<file path="src/rtl/irq_alarm_pkg.sv">
// Package: shared widths and enable-bit positions for the interrupt/alarm block.
// Assumes: three interrupt sources in a fixed bit order.
package irq_alarm_pkg;
    localparam int EN_W    = 3;
    localparam int IDX_RNB = 0;
    localparam int IDX_EOP = 1;
    localparam int IDX_ALM = 2;
    localparam int N_CAUSE = 6;

    typedef logic [EN_W-1:0] en_vec_t;
endpackage

</file>
<file path="src/rtl/irq_en_reg.sv">
// Module: enable register with set / clear / hold update on a write strobe.
// A high data bit sets; a low data bit clears when mode is high, else holds.
// Assumes: ld is a single-cycle strobe; rst_n is synchronous master clear.
module irq_en_reg #(
    parameter int W = 3
) (
    input  logic         clk,
    input  logic         rst_n,
    input  logic         ld,
    input  logic         mode,
    input  logic [W-1:0] din,
    output logic [W-1:0] en_q
);
    logic [W-1:0] en_next;

    // Per-bit next value: set on one, clear-or-hold on zero.
    generate
        for (genvar i = 0; i < W; i++) begin : g_bit
            assign en_next[i] = din[i] | (~mode & en_q[i]);
        end
    endgenerate

    // Register update on strobe, cleared by master clear.
    always_ff @(posedge clk) begin
        if (!rst_n)
            en_q <= '0;
        else if (ld)
            en_q <= en_next;
    end
endmodule

</file>
<file path="src/rtl/rdy_edge_det.sv">
// Module: two-phase sampler producing a rise window for a level.
// Stage 1 captures at phase 1, stage 2 copies stage 1 at phase 2.
// Assumes: ph1 and ph2 are never high in the same cycle.
module rdy_edge_det (
    input  logic clk,
    input  logic rst_n,
    input  logic ph1,
    input  logic ph2,
    input  logic lvl,
    output logic rise
);
    logic s1_q;
    logic s2_q;

    // First stage: capture the level at phase 1.
    always_ff @(posedge clk) begin
        if (!rst_n)
            s1_q <= 1'b0;
        else if (ph1)
            s1_q <= lvl;
    end

    // Second stage: follow the first stage at phase 2.
    always_ff @(posedge clk) begin
        if (!rst_n)
            s2_q <= 1'b0;
        else if (ph2)
            s2_q <= s1_q;
    end

    assign rise = s1_q & ~s2_q;
endmodule

</file>
<file path="src/rtl/alarm_pipe.sv">
// Module: error latch followed by a two-stage alarm pipeline.
// Any cause sets the latch; stage 2 high clears it. Stage 1 and not
// stage 2 forms a one-cycle set pulse that sets a sticky alarm flag.
// Assumes: clr_flag is the output-function strobe; set beats clear.
module alarm_pipe #(
    parameter int N = 6
) (
    input  logic         clk,
    input  logic         rst_n,
    input  logic [N-1:0] cause,
    input  logic         clr_flag,
    output logic         err_q,
    output logic         set_pulse,
    output logic         alarm_q
);
    logic st1_q;
    logic st2_q;

    // Error latch: set by any cause, released once stage 2 is high.
    always_ff @(posedge clk) begin
        if (!rst_n)
            err_q <= 1'b0;
        else
            err_q <= (|cause) | (err_q & ~st2_q);
    end

    // Alarm stages: shift the latch through two flops.
    always_ff @(posedge clk) begin
        if (!rst_n) begin
            st1_q <= 1'b0;
            st2_q <= 1'b0;
        end else begin
            st1_q <= err_q;
            st2_q <= st1_q;
        end
    end

    assign set_pulse = st1_q & ~st2_q;

    // Sticky alarm flag: set pulse wins over the clear strobe.
    always_ff @(posedge clk) begin
        if (!rst_n)
            alarm_q <= 1'b0;
        else if (set_pulse)
            alarm_q <= 1'b1;
        else if (clr_flag)
            alarm_q <= 1'b0;
    end
endmodule

</file>
<file path="src/rtl/irq_alarm_ctrl.sv">
// Top: interrupt enable register, three gated interrupt sources and the
// alarm pipeline. Produces a sticky interrupt flag.
// Assumes: t1/t2 are exclusive single-cycle phase strobes; rst_n is a
// synchronous active-low master clear.
module irq_alarm_ctrl
    import irq_alarm_pkg::*;
(
    input  logic            clk,
    input  logic            rst_n,
    input  logic            t1,
    input  logic            t2,
    input  logic            fn_stb,
    input  logic            fn_mode,
    input  logic [EN_W-1:0] fn_bits,
    input  logic            oclr_stb,
    input  logic            disk_rdy,
    input  logic            on_cyl,
    input  logic            busy,
    input  logic            ctl_seek_err,
    input  logic            addr_err,
    input  logic            drv_seek_err,
    input  logic            end_sector,
    input  logic            parity_err,
    input  logic            protect_flt,
    input  logic            ckwd_err,
    input  logic            lost_data,
    input  logic            eop_in,
    output logic [EN_W-1:0] int_en,
    output logic            irq,
    output logic            alarm,
    output logic            eop_req,
    output logic            err_pend
);
    en_vec_t             en_q;
    logic                rnb_lvl;
    logic                rnb_rise;
    logic [N_CAUSE-1:0]  causes;
    logic                set_alarm;
    logic                irq_set;
    logic                irq_q;

    // Enable register.
    irq_en_reg #(.W(EN_W)) u_en (
        .clk   (clk),
        .rst_n (rst_n),
        .ld    (fn_stb),
        .mode  (fn_mode),
        .din   (fn_bits),
        .en_q  (en_q)
    );

    // Ready-and-not-busy level and its phase-sampled rise.
    assign rnb_lvl = disk_rdy & on_cyl & ~busy;

    rdy_edge_det u_rdy (
        .clk   (clk),
        .rst_n (rst_n),
        .ph1   (t1),
        .ph2   (t2),
        .lvl   (rnb_lvl),
        .rise  (rnb_rise)
    );

    // Error causes gathered into one vector.
    always_comb begin
        causes    = '0;
        causes[0] = busy & ~disk_rdy;
        causes[1] = ctl_seek_err;
        causes[2] = addr_err;
        causes[3] = drv_seek_err;
        causes[4] = end_sector & (parity_err | protect_flt);
        causes[5] = end_sector & (ckwd_err | lost_data);
    end

    alarm_pipe #(.N(N_CAUSE)) u_alm (
        .clk       (clk),
        .rst_n     (rst_n),
        .cause     (causes),
        .clr_flag  (oclr_stb),
        .err_q     (err_pend),
        .set_pulse (set_alarm),
        .alarm_q   (alarm)
    );

    // Interrupt set term: each source gated by its enable bit.
    assign irq_set = (rnb_rise  & en_q[IDX_RNB])
                   | (eop_in    & en_q[IDX_EOP])
                   | (set_alarm & en_q[IDX_ALM]);

    // Sticky interrupt flag: set beats the output-function clear.
    always_ff @(posedge clk) begin
        if (!rst_n)
            irq_q <= 1'b0;
        else if (irq_set)
            irq_q <= 1'b1;
        else if (oclr_stb)
            irq_q <= 1'b0;
    end

    assign int_en  = en_q;
    assign irq     = irq_q;
    assign eop_req = set_alarm;
endmodule

</file>
<file path="config.mk">
export PLATFORM = sky130hd
export DESIGN_NAME = irq_alarm_ctrl
export DESIGN_NICKNAME = d
export VERILOG_FILES = /design/src/rtl/irq_alarm_pkg.sv /design/src/rtl/irq_en_reg.sv /design/src/rtl/rdy_edge_det.sv /design/src/rtl/alarm_pipe.sv /design/src/rtl/irq_alarm_ctrl.sv
export SDC_FILE = /design/constraint.sdc
export NUM_CORES = 1
export LEC_CHECK = 0
export ABC_AREA = 1
export BUFFER_PORTS_ARGS = -buffer_cell sky130_fd_sc_hd__clkbuf_2
export CAP_MARGIN = 20
export CORE_AREA = 3 3 40 42
export CTS_BUF_LIST = sky130_fd_sc_hd__clkbuf_4
export DETAILED_ROUTE_END_ITERATION = 16
export DIE_AREA = 0 0 43 45
export HOLD_SLACK_MARGIN = 0.06
export PLACE_DENSITY = 0.66
export SLEW_MARGIN = 25
export SYNTH_ARGS = -nofsm -noshare
export SYNTH_HDL_FRONTEND = slang
export SYNTH_HIERARCHICAL = 1
export SYNTH_SLANG_ARGS = --single-unit
</file>
<file path="constraint.sdc">
create_clock -name clk -period 1.2 [get_ports clk]
set_clock_uncertainty 0.2 [all_clocks]
set_input_delay 0.24 -clock clk [delete_from_list [all_inputs] [get_ports clk]]
set_output_delay 0.24 -clock clk [all_outputs]
set_load 0.01 [all_outputs]
</file>
=== Word level (Yosys, flattened, before mapping) ===
Index checks and enable logic that the tools add are counted.

* Register bits after elaboration: 10
* Output and inout port bits: 7

* Mux-type cells: 3
* Bitwise logic cells: 27
* Reduce and logical (&&, ||, !) cells: 3

{| class="wikitable"
|+ Operators by type and width
! kind !! count
|-
| $and A1 B1 Y1 || 14
|-
| $or A1 B1 Y1 || 8
|-
| $reduce_or A6 Y1 || 1
|-
| $not A1 Y1 || 5
|-
| $reduce_bool A2 Y1 || 2
|-
| $mux W1 || 3
|}

=== Depth between registers and ports, before layout ===
Gate-level depths: netlist of the first run.

* Word-level depth: 6
* Mapped depth: 7
* Mapped depth without buffers: 7

=== Cells and area by module ===
The synthesis of the first run kept the hierarchy.

{| class="wikitable"
|+ Modules (own cells, without submodules)
! module !! times used !! cells each !! area an instance (µm²)
|-
| alarm_pipe || 1 || 23 || 155.1
|-
| irq_en_reg || 1 || 14 || 107.6
|-
| irq_alarm_ctrl || 1 || 20 || 93.8
|-
| rdy_edge_det || 1 || 13 || 88.8
|}

=== Least setup slack after synthesis of the first run ===
OpenSTA, ideal clock, no wires.

* Kind: reg2reg
* Start: register u_alm.st2_q
* End: register irq_q, in the netlist irq
* Setup time: 0.111 ns
* Arrival: 0.679 ns
* Path slack: 0.210 ns
* Cell stages (with the launch flop): 8
* Path buffers: 0
* Cell sequence: dfxtp_1 inv_2 nand2_1 inv_1 nand2_1 nand2_1 nor2_1 nor2_1

* Word-level cells in the longest chain between the ends: 5

{| class="wikitable"
|+ Ends and longest elaborated chain
! item !! RTL line !! RTL
|-
| start, declared || alarm_pipe.sv:17 || <nowiki>logic st2_q;</nowiki>
|-
| start signal, assigned || alarm_pipe.sv:34 || <nowiki>st2_q <= st1_q;</nowiki>
|-
| $not A1 Y1 (*) || alarm_pipe.sv:38 || <nowiki>assign set_pulse = st1_q & ~st2_q;</nowiki>
|-
| $and A1 B1 Y1 (*) || alarm_pipe.sv:38 ||
|-
| via eop_req || irq_alarm_ctrl.sv:31 || <nowiki>output logic eop_req,</nowiki>
|-
| $and A1 B1 Y1 (*) || irq_alarm_ctrl.sv:88 || <nowiki>| (set_alarm & en_q[IDX_ALM]);</nowiki>
|-
| $or A1 B1 Y1 (*) || irq_alarm_ctrl.sv:88 ||
|-
| $mux W1 or $reduce_bool A2 Y1 (tied branches) || - ||
|-
| end signal, assigned || irq_alarm_ctrl.sv:93 || <nowiki>irq_q <= 1'b0;</nowiki>
|-
| end signal, assigned || irq_alarm_ctrl.sv:95 || <nowiki>irq_q <= 1'b1;</nowiki>
|-
| end signal, assigned || irq_alarm_ctrl.sv:97 || <nowiki>irq_q <= 1'b0;</nowiki>
|-
| end, declared || irq_alarm_ctrl.sv:40 || <nowiki>logic irq_q;</nowiki>
|}

Mark *: on every way through the listed nets, which the timed path passes. The rest lies on a longest branch.
A chain may end at the register's enable or synchronous reset.

=== Worst setup path after layout of the first run ===
* Start: register u_alm.st2_q
* End: output port eop_req

* Word-level cells in the longest chain between the ends: 2

{| class="wikitable"
|+ Ends and longest elaborated chain
! item !! RTL line
|-
| $not A1 Y1 || alarm_pipe.sv:38
|-
| $and A1 B1 Y1 || alarm_pipe.sv:38
|-
| end, declared || irq_alarm_ctrl.sv:31
|}

Every way passes these cells.

==> metrics, run 1 <==
pin count of the biggest net entering global routing=8; run status=complete, but fails checks; Ys Warns=6; R2R Path Start=u_alm/st2_q; most frequent cell on the critical path=inv_2; initial antenna violation count=0; pwr/cell area=~950 nW/µm²; core area=roughly 1300 µm²; fraction of registers with async set/reset=0; Pleak=about 0.45 nW; Reg clk slew, reported paths=roughly 0.07 ns; Hold EP=u_rdy/s1_q; Die ar.=around 1900 µm²; EDFF count, synth=0; fin area=between 800 and 900 µm²; Root Driver=clkbuf_4; slowest stage delay, CP=approximately 0.32 ns; Reg2Reg Capture Point=irq; Overflow after GRT=0; Rows=13; most frequent cell after synthesis=nand2_1; DR vias/cell=4.15; post-synthesis sequential area ratio=0.449; largest cells by area after synthesis=dfxtp_1 (45%), nand2_1 (18%), nor2_1 (13%); placed cells=roughly 110; Commonest cells post-synth=nand2_1 (21), nor2_1 (16), inv_1 (11); fin worst setup slack=-0.0863 ns; Slowest-stage cell, CP=dfxtp_2; data required time at the worst endpoint=about 0.76 ns; Hold Path Class=input port to flip-flop; clock sinks=10; layout cells sized above 1=0.504; post-synth top area cell=dfxtp_1; Pwr Total=~800 µW; syn avg cell area=about 6.4 µm²; H-tree depth=1; Inserted Clock Buffers=3; Vias=539; violated checks=negative setup slack; Clock Latency Late Sink=about 0.27 ns; Routed Wire Length=between 1000 and 1500 µm; Mapped Area=~450 µm²; # diodes=0; DP HPWL=approximately 800 µm; max_slew headroom=0.897; global-route wire length before repair=2070 µm; critical path endpoint category=output pin; Hold Slack=around 0.097 ns; worst reg-to-reg setup slack=0.08 ns; Hold Path Origin=busy; IO Port Bufs=28; Finished Layout Cells=130; Synth Flop Type=dfxtp_1; fin util=0.645; crit path kind=flip-flop to output pin; CP max FO=2; Cells after Synth=70; Synth-to-Final Area Change=86.0%; I/O pins=29; Register Area=between 200 and 250 µm²; Slew @ Worst Pin=between 0.15 and 0.2 ns; chip height=45 µm; final cycle utilization of the critical path=1.07; CTS tree=done; Tot GR Track Use=0.153; max frequency=slightly below 800 MHz; max_cap viols=0; Worst Setup Start Kind=flip-flop; TNS Setup=-0.0863 ns; VDD IR max=0.000577 V; Placer Congestion=~0.62; Die W=about 43 µm; ANT nets after route=0; Unique masters post-synth=8; R2R depth=8; RSZ-0062 raised after global routing=true; # DRC=0; Fin. Hold Viols=0; pre-CTS setup slack=~0.15 ns; Final min period=between 1 and 1.5 ns; worst hold path stage count=6; DR iter-0 viols=6; Final nets=138; multi-input logic area=between 200 and 250 µm²; Post-Syn Nets=92; setup violators final=1; Final Slew Violations=0; worst path arrival time=around 0.85 ns; vias in the first global route=524; flop and latch count out of synthesis=10; post-synth top area share=0.449; Max clock buf depth=2; worst-path cell chain=inv_2, nand2_2, inv_2, buf_6; drt first pass iters=2; DR WL/cell=roughly 10 µm; Starting Density=0.347; layout filler cell count=approximately 120; area post-placement=~600 µm²
## worst max-delay path by stage
stage	endpoint	from	depth (start not counted)	slack, ns
floorplan	irq	u_alm/st2_q	7	0.21
global placement	u_alm/err_q	lost_data	7	0.17
detailed placement	u_alm/err_q	lost_data	7	0.15
CTS	eop_req	u_alm/st2_q	4	-0.12
global route	eop_req	u_alm/st2_q	4	-0.13
finish	eop_req	u_alm/st2_q	4	-0.09
## metal layers
layer,track usage,vias to the layer above,wire length [µm]
met5,0,-,0
met4,0.108,0,63
met3,0.0598,6,69
met2,0.269,13,722
met1,0.146,227,433
li1,-,293,-
## report_power, final
| part | internal, mW | total (mW) | switching [mW] |
|---|---|---|---|
| Sequential | 0.355 | 0.367 | 0.0128 |
| Combinational | 0.101 | 0.177 | 0.0756 |
| Clock | 0.120 | 0.241 | 0.121 |
## worst max-delay path: cells and delay by family, from the launching register on
kind | cells | cell delay (ns)
flip-flops | 1 | 0.32
buffers and inverters | 3 | 0.20
AND/OR/NAND/NOR | 1 | 0.05
## final cells by class
cell class	instances	area share
flip-flops and latches	10	0.254
clock inverters	1	0.00453
repair buffers	41	0.366
well taps	15	0.0227
clock buffers	3	0.0272
inverters	13	0.0589
multi-input cells	47	0.267
## cells in the final DEF (no fill, tap or decap)
cell           synthesis  layout
a21oi_1                4       2
a21oi_2                0       2
buf_2                  0       1
buf_4                  0       4
buf_6                  0       4
clkbuf_2               0      19
clkbuf_4               0       4
clkinv_1               0       1
dfxtp_1               10       2
dfxtp_2                0       8
dlygate4sd3_1          0      12
inv_1                 11      10
inv_2                  2       3
nand2_1               21      17
nand2_2                4       8
nor2_1                16      13
nor2_2                 2       5
## logic make-up after synthesis
group                  after synthesis  synth area share
buffers and inverters               13             0.110
DFF                                 10             0.449
and+or+nand+nor                     43             0.396
AOI/OAI and AO/OA                    4            0.0449
## what timing repair did
item	CTS	global route
setup buffers	4	1
gates resized for setup	6	23
pin swaps	0	7
endpoints found under the setup margin	4	11
endpoints found under the hold margin	8	0
hold buffers	12	0
## sequential cells by signal (all words and copies together) (netlist names)
name	cells
u_rdy/s1_q	1
u_alm/err_q	1
u_en/en_q	3
u_alm/alarm_q	1
u_alm/st1_q	1
irq	1
u_alm/st2_q	1
u_rdy/s2_q	1
No activity file was read; power rests on OpenSTA's default activity.
==> inputs of run 2 (changes only) <==
==> constraint.sdc (replaced) <==
create_clock -name clk -period 1.4 [get_ports clk]
set_clock_uncertainty 0.2 [all_clocks]
set_input_delay 0.28 -clock clk [delete_from_list [all_inputs] [get_ports clk]]
set_output_delay 0.28 -clock clk [all_outputs]
set_load 0.05 [all_outputs]
==> metrics, run 2 (synthesis results as in run 1) <==
run status=finished clean; Die ar.=1940 µm²; pin count of the biggest net entering global routing=8; Worst Setup Start Kind=flip-flop; max_slew headroom=0.818; I/O pins=29; ANT nets after route=0; Reg clk slew, reported paths=approximately 0.070 ns; pwr/cell area=approximately 940 nW/µm²; Tot GR Track Use=0.116; pre-CTS setup slack=roughly 0.20 ns; global-route wire length before repair=between 1500 and 2000 µm; Rows=13; commonest non-fill, non-tap cell in the layout=clkbuf_2; drt first pass iters=4; max_cap viols=0; VDD IR max=slightly below 0.0004 V; Slew @ Worst Pin=0.274 ns; chip height=around 45 µm; Root Driver=clkbuf_4; worst path arrival time=roughly 0.92 ns; CTS tree=done; Top reg by flops=u_en/en_q; Inserted Clock Buffers=3; fin worst setup slack=around 0.0039 ns; Final Slew Violations=0; RSZ-0062 raised after global routing=true; Pleak=between 0.4 and 0.5 nW; Hold Slack=approximately 0.07 ns; Routed Wire Length=1040 µm; data required time at the worst endpoint=slightly above 0.9 ns; max frequency=about 720 MHz; IO Port Bufs=28; vias in the first global route=about 440; Final min period=around 1.4 ns; critical path endpoint category=output pin; Overflow after GRT=0; DP HPWL=approximately 770 µm; Synth-to-Final Area Change=59.3%; core area=~1300 µm²; Max clock buf depth=2; DR vias/cell=roughly 4; layout filler cell count=137; Hold Path Class=input port to flip-flop; Placer Congestion=roughly 0.62; initial antenna violation count=0; Clock Latency Late Sink=0.27 ns; Final nets=130; H-tree depth=1; Starting Density=0.347; Fin. Hold Viols=0; # diodes=0; fin util=0.552; clock sinks=10; crit path kind=flip-flop to output pin; most frequent cells in the layout=clkbuf_2 (22), nand2_1 (20), nor2_1 (16), inv_1 (10), dfxtp_1 (9); multi-input logic area=~200 µm²; layout cells sized above 1=0.402; setup violators final=0; final cycle utilization of the critical path=0.997; DR WL/cell=between 8 and 9 µm; # DRC=0; CP max FO=2; Die W=43 µm; DR iter-0 viols=7; max reg flops=3; Register Area=roughly 200 µm²; Vias=roughly 500
[run 2: through the flow]
stage          power (mW)  std cells  cell area (µm²)  setup TNS [ns]
6_report            0.669        122              709               0
5_1_grt             0.710        122              709         -0.0379
4_1_cts             0.676        121              696        -0.00943
3_5_place_dp        0.454        113              604               0
3_3_place_gp        0.452        113              604               0
2_1_floorplan       0.402         70              445               0
[run 2: power breakdown]
part	internal [mW]	total [mW]	switching, mW
sequential	0.302	0.311	0.00970
clock	0.103	0.200	0.0971
combinational	0.0665	0.158	0.0911
total	0.471	0.669	0.198
[run 2: repair_timing]
action                                  in CTS  in global routing
setup buffers                                0                  1
hold endpoints to repair                     4                  0
endpoints found under the setup margin       3                  4
hold buffers                                 4                  0
resized for setup                            6                  6
[run 2: layout make-up]
type / count / area share
Inverter: 13 / 0.0688
Tap cell: 15 / 0.0265
Multi-Input combinational cell: 47 / 0.280
Clock inverter: 1 / 0.00529
Timing Repair Buffer: 33 / 0.303
Sequential cell: 10 / 0.284
Clock buffer: 3 / 0.0317
[run 2: path summary, 6_finish.rpt]
kind	startpoint	depth (start not counted)	slack, ns	to
min	t2	3	0.07	u_rdy/s2_q
max	u_alm/st2_q	4	0.004	eop_req
min reg2reg	u_alm/st1_q	2	0.23	u_alm/st2_q
max reg2reg	u_alm/st2_q	6	0.38	u_alm/err_q
[run 2: per-layer routing]
layer / vias to the layer above / wire length (µm) / global-route usage
met1: 208 / 403 / 0.107
met5: - / 0 / 0
met2: 14 / 576 / 0.213
met3: 0 / 61 / 0.0598
li1: 275 / - / -
met4: 0 / 0 / 0.0542
[run 2: worst max-delay path: stages (launching register included)]
cell       delay, ns
dfxtp_2         0.32
inv_2           0.05
nand2_2         0.05
inv_2           0.07
clkbuf_16       0.16
